===== config.mk =====
export PLATFORM = sky130hd
export DESIGN_NAME = gpio_chg_irq
export DESIGN_NICKNAME = d
export VERILOG_FILES = /design/src/rtl/gpio_chg_pkg.sv /design/src/rtl/gpio_chg_regs.sv /design/src/rtl/gpio_chg_detect.sv /design/src/rtl/gpio_chg_req.sv /design/src/rtl/gpio_chg_irq.sv
export SDC_FILE = /design/constraint.sdc
export NUM_CORES = 1
export LEC_CHECK = 0
export ABC_AREA = 0
export ABC_CLOCK_PERIOD_IN_PS = 1300
export CAP_MARGIN = 20
export CELL_PAD_IN_SITES_DETAIL_PLACEMENT = 0
export CELL_PAD_IN_SITES_GLOBAL_PLACEMENT = 1
export CORE_MARGIN = 2
export CORE_UTILIZATION = 50
export CTS_CLUSTER_SIZE = 25
export DETAILED_ROUTE_END_ITERATION = 10
export DONT_BUFFER_PORTS = 1
export PLACE_DENSITY = 0.85
export SLEW_MARGIN = 5
export SYNTH_ARGS = -nofsm -noshare
export SYNTH_HDL_FRONTEND = slang
export SYNTH_SLANG_ARGS = --single-unit

===== constraint.sdc =====
create_clock -name clk_i -period 1.3 [get_ports clk_i]
set_input_delay 0.13 -clock clk_i [delete_from_list [all_inputs] [get_ports clk_i]]
set_output_delay 0.13 -clock clk_i [all_outputs]
set_load 0.01 [all_outputs]

===== src/rtl/gpio_chg_pkg.sv =====
package gpio_chg_pkg;
  localparam int unsigned ADDR_W = 3;

  typedef enum logic [ADDR_W-1:0] {
    SEL_DIR    = 3'd0,
    SEL_EXPECT = 3'd1,
    SEL_MASK   = 3'd2,
    SEL_LEVEL  = 3'd3,
    SEL_STATUS = 3'd4
  } reg_sel_e;
endpackage


===== src/rtl/gpio_chg_regs.sv =====
module gpio_chg_regs
  import gpio_chg_pkg::*;
#(
  parameter int unsigned N = 8
) (
  input  logic              clk_i,
  input  logic              rst_ni,
  input  logic              wr_i,
  input  logic              rd_i,
  input  logic [ADDR_W-1:0] addr_i,
  input  logic [N-1:0]      wdata_i,
  input  logic [N-1:0]      level_i,
  input  logic [N-1:0]      status_i,
  output logic [N-1:0]      rdata_o,
  output logic [N-1:0]      dir_o,
  output logic [N-1:0]      expect_o,
  output logic [N-1:0]      mask_o,
  output logic              clr_o
);
  logic [N-1:0] dir_q, expect_q, mask_q;

  always_ff @(posedge clk_i or negedge rst_ni) begin
    if (!rst_ni) begin
      dir_q    <= '0;
      expect_q <= '0;
      mask_q   <= '0;
    end else if (wr_i) begin
      case (addr_i)
        SEL_DIR:    dir_q    <= wdata_i;
        SEL_EXPECT: expect_q <= wdata_i;
        SEL_MASK:   mask_q   <= wdata_i;
        default: ;
      endcase
    end
  end

  always_comb begin
    case (addr_i)
      SEL_DIR:    rdata_o = dir_q;
      SEL_EXPECT: rdata_o = expect_q;
      SEL_MASK:   rdata_o = mask_q;
      SEL_LEVEL:  rdata_o = level_i;
      SEL_STATUS: rdata_o = status_i;
      default:    rdata_o = '0;
    endcase
  end

  assign clr_o    = rd_i && (addr_i == SEL_STATUS);
  assign dir_o    = dir_q;
  assign expect_o = expect_q;
  assign mask_o   = mask_q;
endmodule


===== src/rtl/gpio_chg_detect.sv =====
module gpio_chg_detect #(
  parameter int unsigned N = 8
) (
  input  logic         clk_i,
  input  logic         rst_ni,
  input  logic [N-1:0] gpio_i,
  input  logic [N-1:0] dir_i,
  input  logic [N-1:0] expect_i,
  input  logic         clr_i,
  output logic [N-1:0] status_o
);
  for (genvar g = 0; g < N; g++) begin : g_bit
    logic away, armed_q, stat_q;

    // output pins never count as away
    assign away = ~dir_i[g] & (gpio_i[g] ^ expect_i[g]);

    always_ff @(posedge clk_i or negedge rst_ni) begin
      if (!rst_ni) begin
        armed_q <= 1'b1;
        stat_q  <= 1'b0;
      end else begin
        armed_q <= ~away;
        // new departure wins over a same-edge clear
        stat_q  <= (away & armed_q) | (stat_q & ~clr_i);
      end
    end

    assign status_o[g] = stat_q;
  end
endmodule


===== src/rtl/gpio_chg_req.sv =====
module gpio_chg_req #(
  parameter int unsigned N = 8
) (
  input  logic         clk_i,
  input  logic         rst_ni,
  input  logic [N-1:0] status_i,
  input  logic [N-1:0] mask_i,
  input  logic         rst_flag_i,
  output logic         irq_no
);
  logic req_q;

  always_ff @(posedge clk_i or negedge rst_ni) begin
    if (!rst_ni) req_q <= 1'b0;
    else         req_q <= (|(status_i & ~mask_i)) | rst_flag_i;
  end

  assign irq_no = ~req_q;
endmodule


===== src/rtl/gpio_chg_irq.sv =====
module gpio_chg_irq
  import gpio_chg_pkg::*;
#(
  parameter int unsigned N = 8
) (
  input  logic              clk_i,
  input  logic              rst_ni,
  input  logic [N-1:0]      gpio_i,
  input  logic              rst_flag_i,
  input  logic              wr_i,
  input  logic              rd_i,
  input  logic [ADDR_W-1:0] addr_i,
  input  logic [N-1:0]      wdata_i,
  output logic [N-1:0]      rdata_o,
  output logic              irq_no
);
  logic [N-1:0] dir_w, expect_w, mask_w, status_w;
  logic         clr_w;

  gpio_chg_regs #(.N(N)) u_regs (
    .clk_i    (clk_i),
    .rst_ni   (rst_ni),
    .wr_i     (wr_i),
    .rd_i     (rd_i),
    .addr_i   (addr_i),
    .wdata_i  (wdata_i),
    .level_i  (gpio_i),
    .status_i (status_w),
    .rdata_o  (rdata_o),
    .dir_o    (dir_w),
    .expect_o (expect_w),
    .mask_o   (mask_w),
    .clr_o    (clr_w)
  );

  gpio_chg_detect #(.N(N)) u_detect (
    .clk_i    (clk_i),
    .rst_ni   (rst_ni),
    .gpio_i   (gpio_i),
    .dir_i    (dir_w),
    .expect_i (expect_w),
    .clr_i    (clr_w),
    .status_o (status_w)
  );

  gpio_chg_req #(.N(N)) u_req (
    .clk_i      (clk_i),
    .rst_ni     (rst_ni),
    .status_i   (status_w),
    .mask_i     (mask_w),
    .rst_flag_i (rst_flag_i),
    .irq_no     (irq_no)
  );
endmodule


==> Word-level counts from Yosys, hierarchy flattened <==
Cells that the tools add are included.
{ "op_classes": {"n_eq_ne": 4, "n_mux": 1, "n_bitwise": 61, "reduce_logical": 6} }
{ "op_table": {"columns": ["op", "n"], "rows": [
  ["$pmux W8 S5", 1],
  ["$and A1 B1 Y1", 24],
  ["$not A1 Y1", 18],
  ["$or A1 B1 Y1", 9],
  ["$and A8 B8 Y8", 1],
  ["$not A8 Y8", 1],
  ["$reduce_or A8 Y1", 1],
  ["$xor A1 B1 Y1", 8],
  ["$eq A3 B2 Y1 const B", 2],
  ["$reduce_and A2 Y1", 3],
  ["$eq A3 B1 Y1 const B", 1],
  ["$eq A3 B3 Y1 const B", 1],
  ["$logic_not A3 Y1", 1],
  ["$logic_and A1 B1 Y1", 1]
]} }
{ "word_totals": {"regBits": 41, "in_bits": 24, "out_inout_bits": 9} }

==> Longest topological paths before layout <==
{ "logic_depth": {"ltp_word": 5, "depth_mapped": 5, "depth_no_buf": 3} }

==> Modules after synthesis <==
A second synthesis with hierarchy kept.
{ "hier_totals": {"hier_cells": 176, "hier_area_um2": 2088.3} }
{ "by_module_without_submodules": {"columns": ["mod", "instances", "cells_per_inst", "area_each_um2"], "rows": [
  ["gpio_chg_regs", 1, 105, 1302.5],
  ["gpio_chg_detect", 1, 57, 684.4],
  ["gpio_chg_req", 1, 14, 101.3]
]} }

==> Worst setup path after synthesis <==
Ideal clock, no wire load.
{ "synth_path": {"path_type": "input -> register", "from": "input port addr_i[0]", "to": "register u_regs.mask_q[0], in the netlist u_regs.mask_o[0]", "arrival_ns": 1.080, "setup_slack_ns": 0.095, "cell_stages": 5, "path_buffers": 2, "path_cell_list": "buf_2 nor2_4 and3_4 buf_6 mux2_4"} }
{ "synth_via": {"elab_chain_cells": 2} }
{ "synth_lines": {"columns": ["element", "line", "text"], "rows": [
  ["from (decl)", "gpio_chg_irq.sv:12", "input logic [ADDR_W-1:0] addr_i,"],
  ["$eq A3 B2 Y1", "gpio_chg_regs.sv:28", "case (addr_i)"],
  ["$reduce_and A2 Y1 (no source line)", null, null],
  ["to (signal assigned)", "gpio_chg_regs.sv:31", "SEL_MASK: mask_q <= wdata_i;"],
  ["to (decl)", "gpio_chg_regs.sv:20", "logic [N-1:0] dir_q, expect_q, mask_q;"]
]} }
Every way passes these cells.
A chain may end at the register's enable or synchronous reset.

==> Final worst setup path <==
{ "layout_path": {"from": "register u_regs.mask_q[0], in the netlist u_regs.mask_o[0]", "to": "output port rdata_o[0]"} }
{ "layout_via": {"elab_chain_cells": 1} }
{ "layout_lines": {"columns": ["element", "line", "text"], "rows": [
  ["$pmux W8 S5", "gpio_chg_regs.sv:38", "case (addr_i)"],
  ["to (decl)", "gpio_chg_irq.sv:14", "output logic [N-1:0] rdata_o,"]
]} }
Every way passes these cells.

==> results.yml <==
placement:
  placed_area_sq_mm: 0.00212
  place_hpwl_microns: 2950
  io_buffers: 0
  gp_congestion: 0.820
  pre_cts_ws_ns: -0.0686
global_route:
  grt_use_total_pct: 21.3
  antenna_found_initial: 0
  grt-ovfl-total: 0
  grt_start_max_net_pins: 42
  grt_pass1_wl_microns: 7010
  first_global_vias: 1432
clock_tree:
  clk-insertion-delay-late_ns: 0.28
  cts_buffers: 5
  htree_levels: 2
  cts_tree: "yes"
  clk_pin_slew_ns: 0.07
  root_buffer: "clkbuf_8"
  cts_max_path_buffers: 2
  cts.sinks: 41
drt:
  dr.pass1.iters: 4
  antenna_left: 0
  wl_per_cell_microns: 18.4
  first_iter_violations: 102
  via_per_inst: 5.59
  num_vias: 1331
  drc: 0
  drt-total-wl_microns: 4380
pwr:
  internal_power_w: 0.00256
  p_sw_w: 0.000955
  cellPowerDensity_mw_per_mm2: 1440
  clockPowerShare_pct: 22.1
  combinationalPowerShare_pct: 26.3
  p_leak_nw: 1.13
  seq_power_share_pct: 51.6
  irDropWorstVdd_uv: 763
  sw_frac_of_total_pct: 27.1
status:
  failed_checks: "negative setup slack"
  status: "complete, but fails checks"
yosys:
  syn_avg_cell_area_sq_um: 13.1
  netlist_instances: 157
  syn-num-nets: 181
  synth-edff-count: 0
  async_flop_share_pct: 100
  synth_area_sq_mm: 0.00206
  synth_seq_area_share_pct: 50.2
  ys_ff_latch: 41
  synth_ff_type: "dfrtp_1"
  ys_warn_count: 0
  ys_types: 31
die:
  start_util_pct: 51.9
  io_pins: 33
  coreArea_sq_mm: 0.00397
  dieHeight_microns: 68.2
  die_w_microns: 68.2
  rows: 23
  dieArea_sq_mm: 0.00465
sta:
  finalWorstSetupSlack_ns: -0.134
  rsz0062_at_grt: "true"
  timing.slew.headroom_pct: 77.7
  setup_viol: 7
  skew_ns: 0.00380
  fin_setup_tns_ns: -0.824
  fin_crit_sh_pct: 110
  finalHoldViolCount: 0
  max_freq_mhz: 697
  worst_pin_slew_ns: 0.334
  fin_crit_ns: 1.43
  drv_slew: 0
worst_hold_path:
  hp-class: "input port to flip-flop"
worst_setup_path:
  worstSetupPathType: "flip-flop to output port"
  worst_setup_path_end_kind: "output port"
  crit_path_max_incr_delay_ns: 0.41
  cp.required_ns: 1.17
  arrival_ns: 1.30
  start_kind: "flip-flop"
  cp_max_fo: 3
  path_cells: "mux2_4, a221o_1"
  cp_slowest_cell: "dfrtp_1"
layout:
  antenna_cells: 0
  final_cell_mix: "dfrtp_1, buf_4, mux2_2"
  final_common_cell: "dfrtp_1"
  final_layout_size_suffix_gt1_share_pct: 38.8
  fin_util_pct: 61.7
  syn_to_final_growth_pct: 18.8
  postLayoutCellArea_sq_mm: 0.00245
  num-fill-cells: 307
  final_nets: 211
job:
  drv_cap: 0
## critical path: cells and delay by family, from the launching register on
family         cells  cell delay, ns
flip-flops         1            0.41
AO/OA/AOI/OAI      1            0.35
multiplexers       1            0.27
## layout make-up
cell class	count	area [sq um]	area share [%]
repair buffers	28	248	10.1
well taps	50	62.6	2.55
flip-flops and latches	41	1040	42.3
clock buffers	8	80.1	3.27
multi-input cells	96	966	39.4
inverters	15	56.3	2.30
## sequential cells by signal (all words and copies together) (netlist names)
signal / flops
u_regs.expect_o: 8
u_regs.dir_o: 8
u_req.req_q: 1
u_regs.mask_o: 8
u_detect.g_bit.armed_q: 8
u_detect.g_bit.stat_q: 8
## cell usage after synthesis (2+ instances only)
cell type	instances	area, sq um
buf_6	2	22.5
buf_4	2	15.0
dfstp_2	8	210
xor2_1	8	70.1
nor2b_1	3	18.8
nor2_1	7	26.3
a21oi_1	2	10.0
inv_1	15	56.3
dfrtp_1	33	826
nand2b_1	10	62.6
mux2i_1	8	80.1
mux2_2	21	236
o2bb2ai_1	8	70.1
a221o_1	6	60.1
mux2_4	8	120
## kinds of logic (layout without fill, tap and decap cells)
family	after synthesis	after routing	share of synthesized area, %
AOI/OAI and AO/OA	20	20	8.37
xor gates and xnor gates	8	8	3.40
buffers and inverters	20	51	4.79
and+or+nand+nor	29	29	10.4
DFF	41	41	50.2
muxes	39	39	22.8
## metal layers
metal,GRT usage [%],vias to the layer above,wire [microns],share of wire [%]
met5,0,-,0,0
met4,5.75,0,60,1.4
met3,6.91,7,257,5.9
met2,36.3,43,2230,51
met1,25.8,674,1830,42
li1,-,607,-,-
## through the flow
stage | hold slack (ns) | total power, W | cells
after detailed placement | -0.164 | 0.00253 | 207
final | 0.0108 | 0.00352 | 238
after global placement | -0.164 | 0.00248 | 207
after floorplan | -0.166 | 0.00238 | 157
after CTS | 0.00399 | 0.00347 | 232
after global routing | 0.00989 | 0.00372 | 238
## power by group through the flow
stage	registers, W	clock network (W)	logic (W)
2_1_floorplan	0.00178	0	0.000605
3_3_place_gp	0.00182	0	0.000655
3_5_place_dp	0.00185	0	0.000680
4_1_cts	0.00182	0.000804	0.000849
5_1_grt	0.00185	0.000860	0.00101
6_report	0.00181	0.000777	0.000926
## timing repair
action                                  CTS  global route
hold buffers                             11             0
setup buffers                             6             6
cloned                                    0             0
endpoints found under the setup margin    9             9
endpoints found under the hold margin    66             0
resized for setup                         9             3
pin swaps                                 3             5
## path summary, 6_finish.rpt
kind                                                startpoint                                  end  slack, ns  cells past startpoint
setup reg to reg            u_detect.g_bit[6].stat_q$_DFF_PN0_                u_req.req_q$_DFF_PN0_       0.13                      3
max in group asynchronous                               rst_ni  u_detect.g_bit[0].armed_q$_DFF_PN1_       0.72                      2
min in group asynchronous                               rst_ni          u_regs.dir_o[4]$_DFFE_PN0P_       0.32                      2
hold reg to reg            u_detect.g_bit[0].armed_q$_DFF_PN1_   u_detect.g_bit[0].stat_q$_DFF_PN0_       0.48                      2
setup / recovery                  u_regs.mask_o[0]$_DFFE_PN0P_                           rdata_o[0]      -0.13                      2
hold / removal                                       gpio_i[6]  u_detect.g_bit[6].armed_q$_DFF_PN1_       0.01                      2
No activity file was read; power rests on OpenSTA's default activity.
